## src/rtl/irq_pkg.sv

```systemverilog
package irq_pkg;

   localparam int unsigned NUM_SRC = 5;
   localparam int unsigned NUM_EXT = 2;
   localparam int unsigned NUM_TMR = 2;
   localparam int unsigned IDX_W   = $clog2(NUM_SRC);

   typedef enum logic [1:0] {
      KIND_EXT,
      KIND_TMR,
      KIND_SER
   } src_kind_e;

   typedef struct packed {
      logic             valid;
      logic             hi;
      logic [IDX_W-1:0] idx;
   } pick_t;

   // Sources alternate external/timer, serial last.
   function automatic src_kind_e kind_of(input int unsigned s);
      if (s == NUM_SRC - 1) return KIND_SER;
      if (s % 2 == 0)       return KIND_EXT;
      return KIND_TMR;
   endfunction

   // Slot inside the external or timer group.
   function automatic int unsigned slot_of(input int unsigned s);
      return s / 2;
   endfunction

endpackage

```

## src/rtl/irq_flag_bank.sv

```systemverilog
module irq_flag_bank
   import irq_pkg::*;
(
   input  logic               clk,
   input  logic               rst_n,
   input  logic [NUM_EXT-1:0] ext_n,
   input  logic [NUM_EXT-1:0] ext_edge,
   input  logic [NUM_TMR-1:0] tmr_ovf,
   input  logic               ser_irq,
   input  logic [NUM_SRC-1:0] clr,
   output logic [NUM_SRC-1:0] flags
);

   for (genvar s = 0; s < NUM_SRC; s++) begin : g_src
      if (kind_of(s) == KIND_EXT) begin : g_ext
         localparam int unsigned SL = slot_of(s);
         logic line_q;
         always_ff @(posedge clk or negedge rst_n) begin
            if (!rst_n) begin
               line_q   <= 1'b1;
               flags[s] <= 1'b0;
            end else begin
               line_q <= ext_n[SL];
               if (ext_edge[SL]) begin
                  if (line_q && !ext_n[SL])
                     flags[s] <= 1'b1;
                  else if (clr[s])
                     flags[s] <= 1'b0;
               end else begin
                  flags[s] <= !ext_n[SL];
               end
            end
         end
      end else if (kind_of(s) == KIND_TMR) begin : g_tmr
         localparam int unsigned SL = slot_of(s);
         always_ff @(posedge clk or negedge rst_n) begin
            if (!rst_n)
               flags[s] <= 1'b0;
            else if (tmr_ovf[SL])
               flags[s] <= 1'b1;
            else if (clr[s])
               flags[s] <= 1'b0;
         end
      end else begin : g_ser
         always_ff @(posedge clk or negedge rst_n) begin
            if (!rst_n)
               flags[s] <= 1'b0;
            else
               flags[s] <= ser_irq;
         end
      end
   end

endmodule

```

## src/rtl/irq_prio_resolver.sv

```systemverilog
module irq_prio_resolver
   import irq_pkg::*;
(
   input  logic [NUM_SRC-1:0] pend,
   input  logic [NUM_SRC-1:0] prio_hi,
   output pick_t              pick
);

   localparam int unsigned LEVELS = 2;

   pick_t lvl_pick [LEVELS];

   for (genvar l = 0; l < LEVELS; l++) begin : g_lvl
      logic [NUM_SRC-1:0] cand;
      assign cand = (l == 1) ? (pend & prio_hi) : (pend & ~prio_hi);

      always_comb begin
         lvl_pick[l] = '0;
         lvl_pick[l].hi = (l == 1);
         for (int k = NUM_SRC - 1; k >= 0; k--) begin
            if (cand[k]) begin
               lvl_pick[l].valid = 1'b1;
               lvl_pick[l].idx   = IDX_W'(k);
            end
         end
      end
   end

   assign pick = lvl_pick[1].valid ? lvl_pick[1] : lvl_pick[0];

endmodule

```

## src/rtl/irq_svc_tracker.sv

```systemverilog
module irq_svc_tracker (
   input  logic clk,
   input  logic rst_n,
   input  logic fire,
   input  logic fire_hi,
   input  logic reti,
   output logic svc_hi,
   output logic svc_lo
);

   always_ff @(posedge clk or negedge rst_n) begin
      if (!rst_n) begin
         svc_hi <= 1'b0;
         svc_lo <= 1'b0;
      end else if (reti) begin
         if (svc_hi) svc_hi <= 1'b0;
         else        svc_lo <= 1'b0;
      end else if (fire) begin
         if (fire_hi) svc_hi <= 1'b1;
         else         svc_lo <= 1'b1;
      end
   end

endmodule

```

## src/rtl/irq_vector_ctrl.sv

```systemverilog
module irq_vector_ctrl
   import irq_pkg::*;
#(
   parameter int unsigned ADDR_W     = 16,
   parameter int unsigned VEC_BASE   = 3,
   parameter int unsigned VEC_STRIDE = 8
) (
   input  logic               clk,
   input  logic               rst_n,
   input  logic [NUM_EXT-1:0] ext_n,
   input  logic [NUM_EXT-1:0] ext_edge,
   input  logic [NUM_TMR-1:0] tmr_ovf,
   input  logic               ser_irq,
   input  logic               glb_en,
   input  logic [NUM_SRC-1:0] irq_en,
   input  logic [NUM_SRC-1:0] irq_prio,
   input  logic               instr_boundary,
   input  logic               reti,
   output logic               irq_req,
   output logic               irq_ack,
   output logic [ADDR_W-1:0]  irq_vec
);

   localparam longint unsigned VEC_TOP = longint'(VEC_BASE) + longint'(NUM_SRC - 1) * VEC_STRIDE;

   initial begin
      assert (ADDR_W >= 2 && ADDR_W <= 32) else $error("ADDR_W out of range");
      assert (VEC_STRIDE > 0) else $error("VEC_STRIDE must be nonzero");
      assert (VEC_TOP < (64'd1 << ADDR_W)) else $error("vectors do not fit ADDR_W");
   end

   logic [NUM_SRC-1:0] flags;
   logic [NUM_SRC-1:0] pend;
   logic [NUM_SRC-1:0] clr;
   pick_t              pick;
   logic               svc_hi;
   logic               svc_lo;
   logic               fire;
   logic [ADDR_W-1:0]  vec_next;

   irq_flag_bank u_flags (
      .clk      (clk),
      .rst_n    (rst_n),
      .ext_n    (ext_n),
      .ext_edge (ext_edge),
      .tmr_ovf  (tmr_ovf),
      .ser_irq  (ser_irq),
      .clr      (clr),
      .flags    (flags)
   );

   assign pend = flags & irq_en & {NUM_SRC{glb_en}};

   irq_prio_resolver u_res (
      .pend    (pend),
      .prio_hi (irq_prio),
      .pick    (pick)
   );

   assign irq_req = pick.valid && !svc_hi && (pick.hi || !svc_lo);
   assign fire    = instr_boundary && irq_req && !reti;

   irq_svc_tracker u_svc (
      .clk     (clk),
      .rst_n   (rst_n),
      .fire    (fire),
      .fire_hi (pick.hi),
      .reti    (reti),
      .svc_hi  (svc_hi),
      .svc_lo  (svc_lo)
   );

   always_comb begin
      clr = '0;
      if (fire) clr[pick.idx] = 1'b1;
   end

   assign vec_next = ADDR_W'(VEC_BASE) + ADDR_W'(pick.idx) * ADDR_W'(VEC_STRIDE);

   always_ff @(posedge clk or negedge rst_n) begin
      if (!rst_n) begin
         irq_ack <= 1'b0;
         irq_vec <= '0;
      end else begin
         irq_ack <= fire;
         if (fire) irq_vec <= vec_next;
      end
   end

endmodule

```

## config.mk

```make
export PLATFORM = sky130hd
export DESIGN_NAME = irq_vector_ctrl
export DESIGN_NICKNAME = d
export VERILOG_FILES = /design/src/rtl/irq_pkg.sv /design/src/rtl/irq_flag_bank.sv /design/src/rtl/irq_prio_resolver.sv /design/src/rtl/irq_svc_tracker.sv /design/src/rtl/irq_vector_ctrl.sv
export SDC_FILE = /design/constraint.sdc
export NUM_CORES = 1
export LEC_CHECK = 0
export BUFFER_PORTS_ARGS = -buffer_cell sky130_fd_sc_hd__clkbuf_2
export CORE_MARGIN = 8
export CORE_UTILIZATION = 40
export DETAILED_ROUTE_END_ITERATION = 10
export PLACE_DENSITY_LB_ADDON = 0.08
export SLEW_MARGIN = 25
export SYNTH_ARGS = -nofsm -noshare
export SYNTH_HDL_FRONTEND = slang
export SYNTH_SLANG_ARGS = --single-unit
export TNS_END_PERCENT = 5
```

## constraint.sdc

```tcl
create_clock -name clk -period 2.75 [get_ports clk]
set_clock_uncertainty 0.2 [all_clocks]
set_input_delay 0.275 -clock clk [delete_from_list [all_inputs] [get_ports clk]]
set_output_delay 0.275 -clock clk [all_outputs]
set_load 0.01 [all_outputs]
```

# --- Word-level counts from Yosys, hierarchy flattened ---
# Cells that the tools add are included.
# Widths: inputs -> output; s select.
totals:
  regBits: 26
  out_inout_bits: 18
  word_cells: 83
classes:
  n_addsub: 1
  magnitude_cmp: 2
  n_eq_ne: 4
  mux: 41
  bitwise: 5
  n_reduce_logical: 19
op_table:
  columns: ["op", "n"]
  rows:
  - ["$mux 3", 10]
  - ["$mux 1", 28]
  - ["$and 5x5->5", 4]
  - ["$reduce_bool 2->1", 4]
  - ["$add 2x6->7 const A", 1]
  - ["$logic_and 1x1->1", 7]
  - ["$ne 3x1->1 const B", 2]
  - ["$logic_not 1->1", 5]
  - ["$mux 5", 1]
  - ["$not 5->5", 1]
  - ["$lt 3x4->1 const B", 1]
  - ["$mux 4", 1]
  - ["$ne 2x2->1 const B", 2]
  - ["$demux 1 s3", 1]
  - ["$ge 3x1->1 const B", 1]
  - ["$reduce_and 3->1", 1]
  - ["$reduce_and 2->1", 1]
  - ["$logic_or 1x1->1", 1]

# --- Logic depth before layout (Yosys ltp) ---
# Gate-level depths: netlist of run 1.
logic_depth:
  word_depth: 17
  depth_mapped: 6

# --- By module ---
# From an unflattened synthesis of run 1, not the netlist that was laid out.
unflattened:
  hier_cells: 90
  area_unflattened_um2: 923.4
by_module_without_submodules:
  columns: ["module", "instances", "cells_per_inst", "area_per_inst_um2", "seq_area_each_um2"]
  rows:
  - ["irq_vector_ctrl", 1, 39, 405.4, 125.1]
  - ["irq_flag_bank", 1, 17, 260.2, 177.7]
  - ["irq_prio_resolver", 1, 27, 173.9, 0.0]
  - ["irq_svc_tracker", 1, 7, 83.8, 50.0]

# --- Least setup slack after synthesis of run 1 ---
# OpenSTA, ideal clock, no wires.
synth_timing:
  path_kind: "flip-flop to flip-flop"
  start: "reg u_flags.flags[0]"
  end: "reg irq_vec[3]"
  setup_time_ns: 0.125
  t_arrival_ns: 1.375
  required_time_ns: 2.425
  path_slack_ns: 1.050
  path_stages_with_launch: 6
  n_path_buf: 0
  synth_period_minus_slack_ns: 1.700
  path_cell_list: "dfrtp_1 nand3_1 o22a_2 a32oi_4 o21ai_4 mux2_4"
synth_between:
  elab_chain_len: 9
  elab_cells_between_ends: 15
  classes_between: "add/sub (1); mux (5); bitwise (4); reduce/logical (5)"
synth_lines:
  columns: ["item", "line_no", "rtl"]
  rows:
  - ["start, declared", "irq_flag_bank.sv:11", "output logic [NUM_SRC-1:0] flags"]
  - ["start signal, assigned by index", "irq_flag_bank.sv:30", "flags[s] <= !ext_n[SL];"]
  - ["$and 5x5->5 * (2 in a row)", "irq_vector_ctrl.sv:52", "assign pend = flags & irq_en & {NUM_SRC{glb_en}};"]
  - ["$and 5x5->5", "irq_prio_resolver.sv:15", "assign cand = (l == 1) ? (pend & prio_hi) : (pend & ~prio_hi);"]
  - ["$mux 1", "irq_prio_resolver.sv:21", "if (cand[k]) begin"]
  - ["$mux 5 *", "irq_prio_resolver.sv:29", "assign pick = lvl_pick[1].valid ? lvl_pick[1] : lvl_pick[0];"]
  - ["parallel branches: the longest is 4 deep, another holds $add 2x6->7", null, null]
  - ["end signal, assigned", "irq_vector_ctrl.sv:86", "if (fire) irq_vec <= vec_next;"]
  - ["end, declared", "irq_vector_ctrl.sv:21", "output logic [ADDR_W-1:0] irq_vec"]
# Every way passes the cells marked *.
# A chain may end at the register's enable or synchronous reset.

# --- Worst setup path after layout of run 1 ---
layout_timing:
  start: "reg u_flags.flags[0]"
  end: "out irq_req"
layout_between:
  elab_chain_len: 7
  elab_cells_between_ends: 10
  classes_between: "mux (3); bitwise (4); reduce/logical (3)"
layout_lines:
  columns: ["item", "line_no", "rtl"]
  rows:
  - ["$and 5x5->5 * (2 in a row)", "irq_vector_ctrl.sv:52", null]
  - ["$and 5x5->5", "irq_prio_resolver.sv:15", null]
  - ["$mux 1", "irq_prio_resolver.sv:21", null]
  - ["$mux 5 *", "irq_prio_resolver.sv:29", null]
  - ["$logic_and 1x1->1 / $logic_or 1x1->1 (equally long branches)", "irq_vector_ctrl.sv:60", "assign irq_req = pick.valid && !svc_hi && (pick.hi || !svc_lo);"]
  - ["$logic_and 1x1->1 *", "irq_vector_ctrl.sv:60", null]
  - ["end, declared", "irq_vector_ctrl.sv:19", "output logic irq_req,"]
# Every way passes the cells marked *; elsewhere a longest branch is shown, timed or not.

==> flow_summary.json, run 1 <==
{
  "syn2layout_area_growth_pct": 21.2,
  "stdcell_area_um2": 1130,
  "die_height_um": 64.2,
  "cts_tree": "done",
  "wire_per_inst_um": 13.5,
  "drc": 0,
  "path_cells": "nand3_1 -> o22a_2 -> a32oi_4 -> nor2_1 -> nor2_1 -> clkbuf_2",
  "grt_antenna_before_repair": 0,
  "fillers": 226,
  "synth_cells": 95,
  "setup_viol": 0,
  "post_cts_resized": 0,
  "gp_congestion": 0.898,
  "route.vias.total": 789,
  "num_rows": 17,
  "fmax_mhz": 466,
  "synth.top_cell.area_share": 0.323,
  "via_per_inst": 5.03,
  "yosys-top-cells-count": "buf_4, dfrtp_1, a21oi_1",
  "dp_hpwl_mm": 1.76,
  "hold_path.class": "primary input to flop",
  "core_um2": 2210,
  "initial_utilization": 0.421,
  "ys_seq_area_frac": 0.379,
  "synthArstFlopShare": 1.00,
  "pwr-share-seq": 0.457,
  "synthDistinctLibCells": 31,
  "numCtsBuffers": 3,
  "syn_area_um2": 931,
  "grt_max_degree": 15,
  "dpl_worst_slack_ps": 742,
  "avgSynthCellArea_um2": 9.80,
  "cts_setup_buffers": 0,
  "slowest_delay_ps": 390,
  "gr-total-overflow": 0,
  "ys_ff_latch": 14,
  "critPathCaptureType": "output pin",
  "clock_sinks": 14,
  "max-vdd-ir-drop_uv": 389,
  "drt_iter0_drc": 7,
  "drive_gt1_frac": 0.364,
  "path_clk_slew_ps": 90,
  "period_needed_ps": 2150,
  "die-width_um": 64.2,
  "yosysWarnings": 0,
  "switching_share": 0.293,
  "cp_data_arrival_time_ps": 1670,
  "grt_setup_unrepaired": "no",
  "comb_power_share": 0.273,
  "critical_path_class": "flop to output pin",
  "hold_viol_final": 0,
  "cp.required_ps": 2280,
  "ant_nets": 0,
  "firstDrtPassIters": 2,
  "yosys.area.top_type": "dfrtp_1",
  "crit_family": "compound AO/OA/AOI/OAI gates",
  "htree_levels": 1,
  "synth_area_leaders": "dfrtp_1, buf_4, dfstp_2",
  "clk_latency_ps": 280,
  "setup_ws_ps": 605,
  "slowest_stage": "dfrtp_1",
  "drt_wl_total_mm": 2.12,
  "final_net_count": 152,
  "drv_cap": 0,
  "synthFlopType": "dfrtp_1",
  "cts_hold_buffers": 5,
  "grt_use_total": 0.103,
  "hold_ws_ps": 25.4,
  "grt_pass1_vias": 843,
  "io_pins": 40,
  "cts-root-buf": "clkbuf_4",
  "antenna_cells": 0,
  "path_max_fanout": 5,
  "synth_edf_count": 0,
  "crit_path_start_kind": "flop",
  "status": "finished clean",
  "grt_first_pass_wirelength_mm": 3.55,
  "worst_path_most_repeated_cell": "nor2_1",
  "p_int_uw": 377,
  "finalSetupTns_ps": 0,
  "clockBufferDepth": 2,
  "p_leak_nw": 0.546,
  "power_density_nw_per_um2": 472,
  "fp.dieArea_um2": 4130,
  "slew_viol_final": 0,
  "p_switching_uw": 156,
  "post_dp_cell_area_um2": 1040,
  "port_buffers": 28,
  "cp_num_buf_inv": 1,
  "fin_util": 0.510,
  "post-route-period-util": 0.780,
  "clkPwrFrac": 0.270
}
-- metrics by stage --
| stage | power, mW | std cells |
|---|---|---|
| after floorplan | 0.347 | 105 |
| after global placement | 0.386 | 148 |
| after detailed placement | 0.388 | 148 |
| after CTS | 0.541 | 157 |
| after global routing | 0.566 | 157 |
| final | 0.533 | 157 |
-- cell families (layout without fill, tap and decap cells) --
logic type / count (synthesis) / after routing / synth area share
buffers and inverters: 19 / 43 / 0.133
other: 1 / 11 / 0.00403
multiplexers: 2 / 2 / 0.0323
flip-flops: 14 / 14 / 0.379
AO/OA/AOI/OAI: 24 / 24 / 0.220
AND/OR/NAND/NOR: 35 / 35 / 0.231
-- flip-flops by register name, summed over array words and instances, names as in the netlist --
register                    flops
u_svc.svc_hi                    1
u_flags.flags                   5
u_svc.svc_lo                    1
irq_ack                         1
irq_vec                         4
u_flags.g_src.g_ext.line_q      2
-- worst register-to-register path, cell delays in order (launching register included) --
cell and delay, ps:
dfrtp_1 440, nand4_1 220, nand4_1 290, o21ai_4 310, mux2_4 320
-- worst paths after layout --
path	startpoint	end	slack [ps]	cells past startpoint
worst max-delay path	u_flags.flags[0]$_DFFE_PN0P_	irq_req	600	6
worst min-delay path	reti	u_svc.svc_hi$_DFFE_PN0P_	30	2
worst max register to register	u_flags.flags[2]$_DFFE_PN0P_	irq_vec[5]$_DFFE_PN0P_	850	4
worst min register to register	irq_vec[1]$_DFFE_PN0P_	irq_vec[1]$_DFFE_PN0P_	300	1
max in group asynchronous	rst_n	u_flags.g_src[2].g_ext.line_q$_DFF_PN1_	1830	2
min in group asynchronous	rst_n	u_flags.flags[1]$_DFFE_PN0P_	220	2
-- final cells by class --
type / count / area, um2 / area share
Clock buffer: 4 / 36.3 / 0.0322
Inverter: 6 / 22.5 / 0.0200
Multi-Input combinational cell: 72 / 492 / 0.436
Sequential cell: 14 / 353 / 0.313
Tap cell: 28 / 35.0 / 0.0310
Timing Repair Buffer: 33 / 190 / 0.169
-- per-layer routing --
layer  part of all wire  up-vias  wire, um  track usage
li1                   -      396         -            -
met1               0.45      368       946        0.119
met2               0.45       23       962        0.170
met3              0.093        2       198       0.0314
met4             0.0075        0        16       0.0490
met5                  0        -         0            0
-- power by group through the flow --
stage / sequential, mW / clock (mW) / combinational, mW
after detailed placement: 0.248 / 0 / 0.140
final: 0.244 / 0.144 / 0.146
after floorplan: 0.250 / 0 / 0.0968
after global placement: 0.247 / 0 / 0.139
after CTS: 0.244 / 0.150 / 0.147
after global routing: 0.246 / 0.158 / 0.162
-- cell usage in the layout, fill, tap and decap left out --
| cell | Yosys | final |
|---|---|---|
| conb_1 | 1 | 11 |
| o22a_2 | 1 | 1 |
| nand3_2 | 3 | 3 |
| dlygate4sd3_1 | 0 | 5 |
| nand2b_1 | 2 | 2 |
| inv_1 | 6 | 6 |
| o32ai_1 | 1 | 1 |
| nand2_1 | 4 | 4 |
| nor2_1 | 6 | 6 |
| a21oi_1 | 9 | 9 |
| a21o_2 | 1 | 1 |
| o22ai_1 | 3 | 3 |
| mux2_4 | 2 | 2 |
| o22a_4 | 1 | 1 |
| nor3_1 | 3 | 3 |
| dfstp_2 | 2 | 2 |
| dfrtp_1 | 12 | 12 |
| a32oi_4 | 1 | 1 |
| nor3b_4 | 1 | 1 |
| clkbuf_4 | 0 | 3 |
| and4_1 | 1 | 1 |
| a41oi_1 | 2 | 2 |
| and4b_2 | 1 | 1 |
| clkbuf_8 | 0 | 1 |
| o21ai_4 | 1 | 1 |
| nor2b_1 | 2 | 2 |
| nand4_1 | 7 | 7 |
| o21bai_1 | 1 | 1 |
| a21bo_2 | 1 | 1 |
| o22a_1 | 1 | 1 |
| o31a_1 | 1 | 1 |
| nand3_1 | 5 | 5 |
| clkbuf_2 | 0 | 28 |
No activity file was read; power rests on OpenSTA's default activity.
==> run 2: changes to the inputs <==
==> constraint.sdc (replaced) <==
create_clock -name clk -period 1.7 [get_ports clk]
set_clock_uncertainty 0.2 [all_clocks]
set_input_delay 0.17 -clock clk [delete_from_list [all_inputs] [get_ports clk]]
set_output_delay 0.17 -clock clk [all_outputs]
set_load 0.01 [all_outputs]
==> flow_summary.json, run 2 (synthesis gave the netlist of run 1 again) <==
{
  "status": "finished with violations",
  "failed_checks": "negative setup slack",
  "via_per_inst": 4.98,
  "fp.dieArea_um2": 4130,
  "cp.required_ps": 1330,
  "syn2layout_area_growth_pct": 41.4,
  "wire_per_inst_um": 13.5,
  "reg2reg_from": "u_flags.flags[2]$_DFFE_PN0P_",
  "drv_cap": 0,
  "gr-total-overflow": 0,
  "r2r-end": "irq_vec[5]$_DFFE_PN0P_",
  "clockBufferDepth": 2,
  "final_cell_mix": "clkbuf_2, buf_4, dfrtp_1",
  "period_needed_ps": 1910,
  "route.vias.total": 887,
  "r2r_cells": 6,
  "p_leak_nw": 0.645,
  "clk_latency_ps": 270,
  "power_density_nw_per_um2": 690,
  "grt_use_total": 0.118,
  "fin_util": 0.595,
  "fmax_mhz": 522,
  "drt_iter0_drc": 42,
  "crit_path_start_kind": "flop",
  "gp_congestion": 0.868,
  "drt_wl_total_mm": 2.40,
  "crit_start": "u_flags.flags[2]$_DFFE_PN0P_",
  "cp_data_arrival_time_ps": 1540,
  "max-vdd-ir-drop_uv": 559,
  "setup_ws_ps": -214,
  "finalSetupTns_ps": -518,
  "grt_max_degree": 15,
  "path_max_fanout": 4,
  "critPathCapture": "irq_req",
  "die-width_um": 64.2,
  "reg2reg_slack_ps": -130,
  "ant_nets": 0,
  "largest_reg_flops": 5,
  "grt_first_pass_wirelength_mm": 4.11,
  "critical_path_class": "flop to output pin",
  "num_rows": 17,
  "critPathCaptureType": "output pin",
  "dp_hpwl_mm": 1.87,
  "post-route-period-util": 1.13,
  "p_total_uw": 909,
  "grt_setup_unrepaired": "yes",
  "drc": 0,
  "cts_tree": "done",
  "regMostFlops": "u_flags.flags",
  "grt_pass1_vias": 933,
  "die_height_um": 64.2,
  "numCtsBuffers": 3,
  "core_um2": 2210,
  "drive_gt1_frac": 0.453,
  "final_common_cell": "clkbuf_2",
  "firstDrtPassIters": 4,
  "largest_registers": "u_flags.flags x5, irq_vec x4, u_flags.g_src.g_ext.line_q x2",
  "slew_viol_final": 0,
  "final_net_count": 173,
  "path_clk_slew_ps": 80,
  "io_pins": 40,
  "hold_viol_final": 0,
  "antenna_cells": 0,
  "cts-root-buf": "clkbuf_4",
  "htree_levels": 1,
  "setup_viol": 4,
  "fillers": 216,
  "grt_antenna_before_repair": 0,
  "hold_path.class": "primary input to flop",
  "initial_utilization": 0.421,
  "clock_sinks": 14,
  "port_buffers": 28
}
==> run 2: cell count changes in the layout (fill, tap and decap cells not counted), sizes merged <==
cell         change
clkbuf           -1
dlygate4sd3      +4
buf             +18
==> run 2: critical path, cell delays in order, from the launching register on <==
cell	delay, ps
dfrtp_1	440
nand4_1	150
nand4_1	190
buf_4	210
nor2_1	100
nor2_1	40
buf_2	140
==> run 2: worst min-delay path by stage <==
stage | startpoint | endpoint | slack [ps] | cells past startpoint
after detailed placement | rst_n | u_flags.flags[0]$_DFFE_PN0P_ | -110 | 1
final | ext_edge[1] | u_flags.flags[2]$_DFFE_PN0P_ | 6 | 3
after CTS | ext_edge[1] | u_flags.flags[2]$_DFFE_PN0P_ | 0.3 | 3
after global placement | rst_n | u_flags.flags[0]$_DFFE_PN0P_ | -120 | 1
after global routing | ext_edge[1] | u_flags.flags[2]$_DFFE_PN0P_ | 7 | 3
after floorplan | rst_n | irq_ack$_DFF_PN0_ | -330 | 0
==> run 2: routing by layer <==
layer | share of wire | track usage | routed length [um]
met1 | 0.43 | 0.141 | 1030
met5 | 0 | 0 | 0
met3 | 0.077 | 0.0348 | 184
met2 | 0.48 | 0.201 | 1160
met4 | 0.0067 | 0.0327 | 16
==> run 2: layout make-up <==
type                    count  area, um2  area share
clock buffers               4       36.3      0.0276
inverters                   6       22.5      0.0171
multi-input cells          72        512       0.389
flip-flops and latches     14        353       0.268
well taps                  28       35.0      0.0266
repair buffers             54        358       0.272
==> run 2: repair_timing <==
| action | 4_1_cts | 5_1_grt |
|---|---|---|
| setup endpoints to repair | 7 | 12 |
| setup buffers | 5 | 0 |
| resized for setup | 2 | 3 |
| hold buffers | 9 | 0 |
| pin swaps | 6 | 2 |
| hold endpoints to repair | 22 | 0 |
==> run 2: per-stage QoR <==
stage,setup slack [ps],hold slack [ps],instances,instance area [um2]
finish,-214,5.64,178,1320
global route,-311,7.34,178,1320
CTS,-214,0.269,178,1310
detailed placement,-103,-111,160,1130
global placement,-68.0,-115,160,1130
floorplan,-0.101,-326,105,968
==> run 2: power breakdown <==
part           internal [mW]  leakage (nW)  switching, mW
logic                  0.148         0.462          0.136
registers              0.368         0.161         0.0267
clock network          0.130        0.0210         0.0999
==> run 3: changes to the inputs <==
--- a/config.mk
+++ b/config.mk
@@ -9,7 +9,7 @@
 export CORE_MARGIN = 8
 export CORE_UTILIZATION = 40
 export DETAILED_ROUTE_END_ITERATION = 10
-export PLACE_DENSITY_LB_ADDON = 0.08
+export PLACE_DENSITY_LB_ADDON = 0.12
 export SLEW_MARGIN = 25
 export SYNTH_ARGS = -nofsm -noshare
 export SYNTH_HDL_FRONTEND = slang
==> flow_summary.json, run 3 (synthesis gave the netlist of run 1 again) <==
{
  "p_leak_nw": 0.647,
  "crit_path_start_kind": "flop",
  "die-width_um": 64.2,
  "grt_pass1_vias": 918,
  "drc": 0,
  "core_um2": 2210,
  "die_height_um": 64.2,
  "grt_antenna_before_repair": 0,
  "failed_checks": "negative setup slack",
  "fmax_mhz": 520,
  "regMostFlops": "u_flags.flags",
  "grt_max_degree": 15,
  "hold_path.class": "primary input to flop",
  "num_rows": 17,
  "worst_path_most_repeated_cell": "nor2_1",
  "hold_viol_final": 0,
  "instances_no_fill": 178,
  "drive_gt1_frac": 0.447,
  "clk_latency_ps": 270,
  "via_per_inst": 4.88,
  "wire_per_inst_um": 12.9,
  "gr-total-overflow": 0,
  "clockBufferDepth": 2,
  "cts_tree": "done",
  "hold_ws_ps": 2.15,
  "dpl_worst_slack_ps": -110,
  "numCtsBuffers": 3,
  "largest_registers": "u_flags.flags x5, irq_vec x4, u_flags.g_src.g_ext.line_q x2",
  "final-seq-area_um2": 353,
  "clock_sinks": 14,
  "io_pins": 40,
  "gp_congestion": 0.850,
  "multi_input_area_um2": 509,
  "fp.dieArea_um2": 4130,
  "fillers": 216,
  "status": "finished with violations",
  "post-route-period-util": 1.13,
  "critPathCaptureType": "output pin",
  "syn2layout_area_growth_pct": 41.1,
  "p_total_uw": 909,
  "drv_cap": 0,
  "ant_nets": 0,
  "path_max_fanout": 3,
  "final_net_count": 173,
  "drt_wl_total_mm": 2.30,
  "htree_levels": 1,
  "antenna_cells": 0,
  "critical_path_class": "flop to output pin",
  "slowest_delay_ps": 390,
  "cp_data_arrival_time_ps": 1550,
  "max-vdd-ir-drop_uv": 646,
  "final_cell_mix": "clkbuf_2, buf_4, dfrtp_1",
  "path_clk_slew_ps": 80,
  "cp.required_ps": 1330,
  "grt_first_pass_wirelength_mm": 3.82,
  "power_density_nw_per_um2": 692,
  "setup_ws_ps": -222,
  "grt_use_total": 0.109,
  "drt_iter0_drc": 13,
  "period_needed_ps": 1920,
  "route.vias.total": 869,
  "dp_hpwl_mm": 1.83,
  "port_buffers": 28,
  "stdcell_area_um2": 1310,
  "post_dp_cell_area_um2": 1120,
  "slowest_stage": "dfrtp_1",
  "firstDrtPassIters": 4,
  "path_cells": "nand3_2 -> o22a_2 -> a32oi_4 -> nor2_1 -> nor2_1 -> clkbuf_2",
  "cts-root-buf": "clkbuf_4",
  "grt_setup_unrepaired": "yes",
  "initial_utilization": 0.421,
  "slew_viol_final": 0,
  "final_common_cell": "clkbuf_2",
  "dp_cells": 159,
  "setup_viol": 8,
  "largest_reg_flops": 5
}
run 3: final cells by class:
cell class              instances  area share
multi-input cells              72       0.388
clock buffers                   4      0.0276
repair buffers                 54       0.272
flip-flops and latches         14       0.269
inverters                       6      0.0171
well taps                      28      0.0267
run 3: final timing paths:
path,cells past startpoint,from,slack [ps],endpoint
hold / removal,3,ext_edge[1],2,u_flags.flags[2]$_DFFE_PN0P_
min in group asynchronous,2,rst_n,140,u_flags.flags[1]$_DFFE_PN0P_
hold reg to reg,1,irq_vec[4]$_DFFE_PN0P_,290,irq_vec[4]$_DFFE_PN0P_
max in group asynchronous,2,rst_n,870,u_flags.g_src[2].g_ext.line_q$_DFF_PN1_
setup reg to reg,6,u_flags.flags[0]$_DFFE_PN0P_,-140,irq_vec[5]$_DFFE_PN0P_
setup / recovery,6,u_flags.flags[0]$_DFFE_PN0P_,-220,irq_req
run 3: repair_timing:
item | in CTS | in global routing
buffers inserted | 4 | 2
setup endpoints to repair | 7 | 10
resized for setup | 2 | 1
pin swaps | 5 | 5
hold buffers | 9 | 0
hold endpoints to repair | 22 | 0
run 3: metrics by stage:
step	util	setup TNS, ps
final	0.594	-875
after global routing	0.594	-1720
after CTS	0.584	-718
after detailed placement	0.508	-345
after global placement	0.508	-226
after floorplan	-	-0.202
run 3: critical path, delay by kind of cell (launching register included):
family | cells | cell delay [ps]
AO/OA/AOI/OAI | 2 | 510
buffers and inverters | 1 | 140
flip-flops | 1 | 390
AND/OR/NAND/NOR | 3 | 230
run 3: report_power, final:
part	total, mW	switching (mW)	internal, mW
clock network	0.226	0.0963	0.130
logic	0.290	0.139	0.152
registers	0.393	0.0246	0.368
run 3: per-layer routing:
metal,vias to the layer above,share of wire,GRT usage
met5,-,0,0
met4,0,0.0056,0.0327
met3,2,0.074,0.0296
met2,21,0.48,0.186
met1,409,0.44,0.131
li1,437,-,-
